==> src/rtl/smbus_host_pkg.sv <==
package smbus_host_pkg;
  localparam logic [3:0] OFF_STAT = 4'h0;
  localparam logic [3:0] OFF_CTRL = 4'h2;
  localparam logic [3:0] OFF_TGT  = 4'h4;
  localparam logic [3:0] OFF_DATA = 4'h6;
  localparam logic [3:0] OFF_CMD  = 4'h8;
  localparam logic [3:0] OFF_BLK  = 4'h9;

  localparam int BIT_START = 3;
  localparam int BIT_ABORT = 5;
  localparam int BIT_HBUSY = 3;
  localparam int BIT_BBUSY = 11;
  localparam int NUM_FLAGS = 5;

  // flag index 0 abort, 1 collision, 2 no-ack, 3 completed, 4 timeout
  function automatic int flagPos(int idx);
    return (idx < 3) ? idx : idx + 1;
  endfunction

  typedef struct packed {
    logic startAccept;
    logic abortFire;
    logic setColl;
    logic setNack;
    logic setDone;
    logic setTmo;
    logic loadRd;
  } hostStrobe_t;
endpackage

==> src/rtl/smbus_host_ctrl.sv <==
module smbus_host_ctrl
  import smbus_host_pkg::*;
(
  input  logic        clk,
  input  logic        rstN,
  input  logic        ctrlWr,
  input  logic        startBit,
  input  logic        abortBit,
  input  logic        busBusy,
  input  logic        rdDir,
  input  logic        engDone,
  input  logic        engColl,
  input  logic        engNack,
  input  logic        engTmo,
  output logic        hostBusy,
  output logic        abortPend,
  output hostStrobe_t strb
);
  logic abortReq;
  logic evtTake;
  logic anyErr;

  assign abortReq = ctrlWr && abortBit;
  assign anyErr   = engColl || engNack || engTmo;
  assign evtTake  = hostBusy && !abortPend && (engDone || anyErr);

  always_comb begin
    strb             = '0;
    strb.startAccept = ctrlWr && startBit && !abortReq && !hostBusy
                       && !busBusy && !abortPend;
    strb.abortFire   = abortPend;
    strb.setTmo      = evtTake && engTmo;
    strb.setColl     = evtTake && !engTmo && engColl;
    strb.setNack     = evtTake && !engTmo && !engColl && engNack;
    strb.setDone     = evtTake && !anyErr;
    strb.loadRd      = evtTake && !anyErr && rdDir;
  end

  always_ff @(posedge clk) begin
    if (!rstN) begin
      hostBusy  <= 1'b0;
      abortPend <= 1'b0;
    end else begin
      abortPend <= abortReq;
      if (strb.abortFire || evtTake) hostBusy <= 1'b0;
      else if (strb.startAccept)     hostBusy <= 1'b1;
    end
  end
endmodule

==> src/rtl/smbus_host_dp.sv <==
module smbus_host_dp
  import smbus_host_pkg::*;
#(
  parameter int DATA_W = 16,
  parameter int CYC_W  = 3,
  parameter int BYTE_W = 8
) (
  input  logic                 clk,
  input  logic                 rstN,
  input  logic [3:0]           regAddr,
  input  logic                 wrEn,
  input  logic [DATA_W-1:0]    wrData,
  input  logic                 busBusy,
  input  logic                 hostBusy,
  input  logic                 abortPend,
  input  hostStrobe_t          strb,
  input  logic [DATA_W-1:0]    engRdData,
  input  logic [BYTE_W-1:0]    blkRdByte,
  output logic [DATA_W-1:0]    rdData,
  output logic                 engStart,
  output logic [CYC_W-1:0]     engCycType,
  output logic [BYTE_W-1:0]    engTarget,
  output logic [BYTE_W-1:0]    engCmd,
  output logic [DATA_W-1:0]    engWrData,
  output logic [NUM_FLAGS-1:0] flagVec
);
  logic [CYC_W-1:0]     cycReg;
  logic [BYTE_W-1:0]    tgtReg;
  logic [BYTE_W-1:0]    cmdReg;
  logic [DATA_W-1:0]    dataReg;
  logic [NUM_FLAGS-1:0] setVec;
  logic                 statWr;

  assign statWr = wrEn && (regAddr == OFF_STAT);
  assign setVec = {strb.setTmo, strb.setDone, strb.setNack, strb.setColl, strb.abortFire};

  for (genvar g = 0; g < NUM_FLAGS; g++) begin : g_flag
    always_ff @(posedge clk) begin
      if (!rstN) flagVec[g] <= 1'b0;
      else       flagVec[g] <= setVec[g] | (flagVec[g] & ~(statWr & wrData[flagPos(g)]));
    end
  end

  always_ff @(posedge clk) begin
    if (!rstN) begin
      cycReg   <= '0;
      tgtReg   <= '0;
      cmdReg   <= '0;
      dataReg  <= '0;
      engStart <= 1'b0;
    end else begin
      engStart <= strb.startAccept;
      if (wrEn && !hostBusy) begin
        if (regAddr == OFF_CTRL) cycReg <= wrData[CYC_W-1:0];
        if (regAddr == OFF_TGT)  tgtReg <= wrData[BYTE_W-1:0];
        if (regAddr == OFF_CMD)  cmdReg <= wrData[BYTE_W-1:0];
      end
      if (strb.loadRd)                                      dataReg <= engRdData;
      else if (wrEn && !hostBusy && regAddr == OFF_DATA)    dataReg <= wrData;
    end
  end

  always_comb begin
    rdData = '0;
    unique case (regAddr)
      OFF_STAT: begin
        for (int i = 0; i < NUM_FLAGS; i++) rdData[flagPos(i)] = flagVec[i];
        rdData[BIT_HBUSY] = hostBusy;
        rdData[BIT_BBUSY] = busBusy;
      end
      OFF_CTRL: begin
        rdData[CYC_W-1:0] = cycReg;
        rdData[BIT_ABORT] = abortPend;
      end
      OFF_TGT:  rdData[BYTE_W-1:0] = tgtReg;
      OFF_DATA: rdData = dataReg;
      OFF_CMD:  rdData[BYTE_W-1:0] = cmdReg;
      OFF_BLK:  rdData[BYTE_W-1:0] = blkRdByte;
      default:  rdData = '0;
    endcase
  end

  assign engCycType = cycReg;
  assign engTarget  = tgtReg;
  assign engCmd     = cmdReg;
  assign engWrData  = dataReg;
endmodule

==> src/rtl/smbus_host_regs.sv <==
module smbus_host_regs
  import smbus_host_pkg::*;
(
  input  logic        clk,
  input  logic        rstN,
  input  logic [3:0]  regAddr,
  input  logic        wrEn,
  input  logic [15:0] wrData,
  input  logic        rdEn,
  output logic [15:0] rdData,
  input  logic        busBusy,
  output logic        engStart,
  output logic        engAbort,
  output logic [2:0]  engCycType,
  output logic [7:0]  engTarget,
  output logic [7:0]  engCmd,
  output logic [15:0] engWrData,
  input  logic        engDone,
  input  logic        engColl,
  input  logic        engNack,
  input  logic        engTmo,
  input  logic [15:0] engRdData,
  output logic        blkWrStb,
  output logic [7:0]  blkWrByte,
  output logic        blkRdStb,
  input  logic [7:0]  blkRdByte
);
  hostStrobe_t          strb;
  logic                 hostBusy;
  logic                 abortPend;
  logic [NUM_FLAGS-1:0] flagVec;

  smbus_host_ctrl u_ctrl (
    .clk(clk), .rstN(rstN),
    .ctrlWr(wrEn && regAddr == OFF_CTRL),
    .startBit(wrData[BIT_START]), .abortBit(wrData[BIT_ABORT]),
    .busBusy(busBusy), .rdDir(engTarget[0]),
    .engDone(engDone), .engColl(engColl), .engNack(engNack), .engTmo(engTmo),
    .hostBusy(hostBusy), .abortPend(abortPend), .strb(strb)
  );

  smbus_host_dp #(.DATA_W(16), .CYC_W(3), .BYTE_W(8)) u_dp (
    .clk(clk), .rstN(rstN), .regAddr(regAddr), .wrEn(wrEn), .wrData(wrData),
    .busBusy(busBusy), .hostBusy(hostBusy), .abortPend(abortPend), .strb(strb),
    .engRdData(engRdData), .blkRdByte(blkRdByte), .rdData(rdData),
    .engStart(engStart), .engCycType(engCycType), .engTarget(engTarget),
    .engCmd(engCmd), .engWrData(engWrData), .flagVec(flagVec)
  );

  assign engAbort  = abortPend;
  assign blkWrStb  = wrEn && (regAddr == OFF_BLK);
  assign blkWrByte = wrData[7:0];
  assign blkRdStb  = rdEn && (regAddr == OFF_BLK);
endmodule

==> config.mk <==
export PLATFORM = sky130hd
export DESIGN_NAME = smbus_host_regs
export DESIGN_NICKNAME = d
export VERILOG_FILES = /design/src/rtl/smbus_host_pkg.sv /design/src/rtl/smbus_host_ctrl.sv /design/src/rtl/smbus_host_dp.sv /design/src/rtl/smbus_host_regs.sv
export SDC_FILE = /design/constraint.sdc
export NUM_CORES = 1
export LEC_CHECK = 0
export ABC_AREA = 1
export BUFFER_PORTS_ARGS = -buffer_cell sky130_fd_sc_hd__buf_2
export CAP_MARGIN = 20
export CORE_UTILIZATION = 46
export DETAILED_ROUTE_END_ITERATION = 10
export PLACE_DENSITY = 0.91
export SYNTH_ARGS = -nofsm -noshare
export SYNTH_HDL_FRONTEND = slang
export SYNTH_SLANG_ARGS = --single-unit
==> constraint.sdc <==
create_clock -name clk -period 1.4 [get_ports clk]
set_input_delay 0.14 -clock clk [delete_from_list [all_inputs] [get_ports clk]]
set_output_delay 0.14 -clock clk [all_outputs]
set_load 0.05 [all_outputs]
### Word level (Yosys, flattened, before mapping)

Cells that the tools add are included.

| storage, ports and cells | value |
|---|---|
| flip-flop bits (word level) | 43 |
| input port bits | 53 |
| output and inout port bits | 63 |

| operators by class | value |
|---|---|
| equal/unequal tests | 5 |
| multiplexer cells | 9 |
| bitwise gates (word level) | 21 |
| reduce and logical (&&, ||, !) cells | 38 |

Operators by type and width:

| kind | number |
|---|---|
| $mux 16 | 2 |
| $logic_and 1x1->1 | 21 |
| $pmux 3 s6 | 1 |
| $and 1x1->1 | 10 |
| $pmux 2 s5 | 1 |
| $eq 4x3->1 const B | 2 |
| $eq 4x4->1 const B | 2 |
| $pmux 2 s4 | 1 |
| $logic_not 1->1 | 7 |
| $not 1->1 | 6 |
| $pmux 1 s6 | 1 |
| $reduce_and 2->1 | 3 |
| $or 1x1->1 | 5 |
| $eq 4x2->1 const B | 1 |
| $logic_not 4->1 | 1 |
| $logic_or 1x1->1 | 4 |
| $mux 4 | 1 |
| $mux 3 | 1 |
| $pmux 1 s2 | 1 |
| $reduce_bool 2->1 | 1 |
| $reduce_or 2->1 | 1 |

### Longest topological paths before layout

| logic depth | value |
|---|---|
| depth in word-level cells | 8 |
| gate-level depth with buffers | 9 |
| depth with buffers taken out | 8 |

### By module

Synthesis repeated with hierarchy kept, for this count alone.

| unflattened totals | value |
|---|---|
| cells, all modules | 419 |
| area, all modules | 2541.2 um2 |

By module, submodules not included:

| module | times used | cells an instance | area an instance (um2) | seq. area each (um2) |
|---|---|---|---|---|
| smbus_host_dp | 1 | 366 | 2237.1 | 820.8 |
| smbus_host_ctrl | 1 | 32 | 188.9 | 40.0 |
| smbus_host_regs | 1 | 21 | 115.1 | 0.0 |

### Worst setup path after synthesis

No wires, ideal clock.

| timing | value |
|---|---|
| path type | reg-to-output |
| from | register u_dp.cmdReg[6] (netlist: u_dp.engCmd[6]) |
| to | output port rdData[6] |
| arrival time | 1581 ps |
| data required time | 1260 ps |
| setup slack | -321 ps |
| stages on the path, launching flop included | 3 |
| cell sequence | dfxtp_1 > inv_1 > o2111ai_1 |

| on the way | value |
|---|---|
| word-level cells in the longest chain between the ends | 1 |

RTL lines:

| item | RTL line | source |
|---|---|---|
| from (decl) | smbus_host_dp.sv:29 | `logic [BYTE_W-1:0] cmdReg;` |
| from (signal assigned) | smbus_host_dp.sv:56 | `if (regAddr == OFF_CMD) cmdReg <= wrData[BYTE_W-1:0];` |
| $pmux 2 s4 | smbus_host_dp.sv:65 | `unique case (regAddr)` |
| to (decl) | smbus_host_regs.sv:10 | `output logic [15:0] rdData,` |

No other way between the ends.

### Final worst setup path

| timing | value |
|---|---|
| from | register u_ctrl.hostBusy |
| to | output port rdData[3] |

| on the way | value |
|---|---|
| word-level cells in the longest chain between the ends | 1 |

RTL lines:

| item | RTL line | source |
|---|---|---|
| from (decl) | smbus_host_ctrl.sv:15 | `output logic hostBusy,` |
| from (signal assigned) | smbus_host_ctrl.sv:41 | `hostBusy <= 1'b0;` |
| from (signal assigned) | smbus_host_ctrl.sv:45 | `if (strb.abortFire \|\| evtTake) hostBusy <= 1'b0;` |
| from (signal assigned) | smbus_host_ctrl.sv:46 | `else if (strb.startAccept) hostBusy <= 1'b1;` |
| $pmux 2 s5 | smbus_host_dp.sv:65 |  |

No other way between the ends.

==> reports/metrics.csv <==
stage;metric;value;unit
worst_hold_path;Worst Hold Launch;rstN;
timing;Hold Fails Final Rpt;0;
synthesis;top cells by area, synth;dfxtp_1 36%, nand2_1 14%, a21oi_1 10%;
clock_network;hold buffers post-CTS;0;
floorplan;io pins;116;
synthesis;#FFs+latches synth;43;
timing;setup TNS;0;ps
synthesis;EDFF count, synth;0;
routing;Iter 0 DRT Violations;226;
routing;Post-DRT Antenna Nets;0;
routing;wire per inst;13.3;microns
cells_and_area;Area Growth Syn to Fin;36.3;%
synthesis;post-synthesis sequential area ratio;0.358;
synthesis;Synth Cell Area;2400;sq um
worst_hold_path;WHS Path Cells;3;
critical_path;worst path required time;1260;ps
synthesis;commonest cells in the netlist;91 x nand2_1, 50 x a21oi_1, 50 x inv_1;
clock_network;# H-tree levels;2;
place;placed insts;540;
cells_and_area;area of the multi-input gates;1250;sq um
routing;Vias/cell;5.16;
synthesis;Synth cell types;31;
timing;Tightest Pin Transition;487;ps
synthesis;Post-synth ARST share;0;
cells_and_area;filler cell count in the final layout;459;
critical_path;Worst EP arrival;1230;ps
floorplan;CORE AREA;4880;sq um
floorplan;DIE HEIGHT;74.3;microns
clock_network;clock buffer depth;2;
synthesis;most frequent cell after synthesis;nand2_1;
synthesis;Mapped Cells;368;
place;pre-CTS setup slack;-71.2;ps
critical_path;Max FO, Critical Path;3;
place;hpwl dp;5420;microns
clock_network;clock latency on the worst-skew pair;300;ps
synthesis;Synth top area share;0.358;
timing;FMAX;0.731;GHz
global_route;number of global-route vias before repair;2422;
clock_network;Num CTS Buffers;5;
floorplan;# rows;25;
cells_and_area;Net count, final;533;
routing;wirelength, routed;7260;microns
power_and_ir_drop;pwr dens;823;nW/um^2
clock_network;post-CTS setup buffer count;0;
critical_path;Setup crit start kind;register;
synthesis;Synth warnings;0;
place;DP Area;3080;sq um
clock_network;CTS clk-pin slew, worst paths;90;ps
cells_and_area;non-filler cells, final;548;
synthesis;Synth Flop Type;dfxtp_1;
place;Final Wtd Congestion;0.926;
global_route;initial antenna violation count;0;
synthesis;Post-Syn Nets;421;
outcome;status;complete, no violations;
power_and_ir_drop;leakage;1.65;nW
global_route;Congestion Overflow GR;0;
clock_network;TritonCTS clock tree;yes;
floorplan;die span in x;74.3;microns
synthesis;syn avg cell area;6.53;sq um
power_and_ir_drop;Max VDD drop;0.530;mV
critical_path;Crit. Startpoint;u_ctrl.hostBusy;
critical_path;r2r startpoint;u_ctrl.hostBusy;
floorplan;DIE AREA;5520;sq um
global_route;Tot GR Track Use;0.261;
routing;drt first pass iters;4;
timing;RSZ-0062 raised after global routing;yes;
critical_path;Setup CP Type;register to output port;
clock_network;Root Buffer;clkbuf_8;
routing;Post-route DRC;0;
clock_network;Sink Count;43;
worst_hold_path;Worst Hold End;u_dp.engTarget[2];
timing;Tmin final;1370;ps
timing;Slew HR;0.675;
flow_run;Max-cap violations;0;
critical_path;R2R Setup Slk;80;ps
critical_path;worst r2r dst;u_dp.engCmd[2];
cells_and_area;layout cells sized above 1;0.385;
cells_and_area;Sequential Area;873;sq um
global_route;largest net degree at the start of global routing;33;
synthesis;top cell type by total area after synthesis;dfxtp_1;
cells_and_area;Ant. Diodes;0;
timing;Worst Skew;6.96;ps
critical_path;crit path capture type;output port;
timing;crit share post-route;0.978;
timing;final setup margin;31.4;ps
timing;setup violators final;0;
place;port buffer count;115;
timing;Max Slew Vio Count;0;
worst_hold_path;Min-Delay Path Class;input pin to register;
cells_and_area;fin area;3280;sq um
global_route;first-pass GRT wire length;10800;microns
cells_and_area;post-layout util;0.672;
critical_path;worst r2r path cells;6;
routing;via count;2827;
floorplan;initial cell density of the core;0.493;
==> worst max-delay path, cell delays in order (launching register included) <==
cell	delay, ps
dfxtp_2	340
inv_2	90
o22ai_2	100
a21oi_2	130
nand3_2	110
buf_8	160
==> power breakdown <==
group          internal, mW  switching [mW]
Sequential             1.24          0.0118
Clock                 0.578           0.440
Combinational         0.129           0.301
Total                  1.94           0.753
==> worst max path at each step <==
stage | end | depth (start not counted) | slack, ps
2_1_floorplan | rdData[6] | 2 | -30
3_3_place_gp | rdData[1] | 9 | -8
3_5_place_dp | rdData[7] | 8 | -70
4_1_cts | rdData[2] | 5 | 0.1
5_1_grt | rdData[6] | 9 | -30
6_report | rdData[3] | 5 | 30
==> what timing repair did <==
item                                    in CTS  in global routing
endpoints found under the setup margin       7                 29
gates cloned                                 0                  0
pin swaps                                    0                  3
gates resized for setup                     10                 28
==> cell families (layout without fill, tap and decap cells) <==
logic type | Yosys count | in the layout | synth area share
flip-flops | 43 | 43 | 0.358
AND/OR/NAND/NOR | 168 | 168 | 0.318
AO/OA/AOI/OAI | 77 | 77 | 0.170
buffers and inverters | 80 | 193 | 0.153
==> area by class of cell <==
class                           instances  share of cell area
Clock buffer                            6              0.0252
Multi-Input combinational cell        245               0.382
Inverter                               58              0.0676
Timing Repair Buffer                  127               0.222
Sequential cell                        43               0.266
Clock inverter                          2              0.0107
Tap cell                               67              0.0256
==> registers in the layout (all words and copies together), names as in the netlist <==
| name | flops |
|---|---|
| u_dp.engWrData | 16 |
| u_dp.engTarget | 8 |
| u_dp.engCycType | 3 |
| u_dp.engCmd | 8 |
| u_dp.engStart | 1 |
| u_ctrl.abortPend | 1 |
| u_dp.flagVec | 5 |
| u_ctrl.hostBusy | 1 |
==> per-stage QoR <==
stage	total power, mW	hold WS (ps)
after floorplan	1.55	257
after global placement	1.69	405
after detailed placement	1.69	414
after CTS	2.69	89.5
after global routing	2.77	137
final	2.70	90.4
==> routing by layer <==
metal  wire, microns  global-route usage
met1            2860               0.320
met2            3670               0.444
met3             614              0.0488
met4             116               0.117
met5               0                   0
==> placed cells by master (no fill, tap or decap), types with 2 or more instances in the layout <==
master	instances
inv_1	46
nand2_2	6
nor2_1	10
buf_6	4
clkinv_2	2
a21oi_2	4
a21oi_1	47
nand3_2	2
inv_2	10
nand2_4	2
buf_8	2
dfxtp_1	35
buf_4	13
dfxtp_2	7
clkbuf_8	6
nand4_1	2
nor2_2	9
nand3_1	41
o22ai_1	3
o21ai_0	13
buf_2	107
nand2_1	90
o21ai_1	5
No activity file was read; power rests on OpenSTA's default activity.
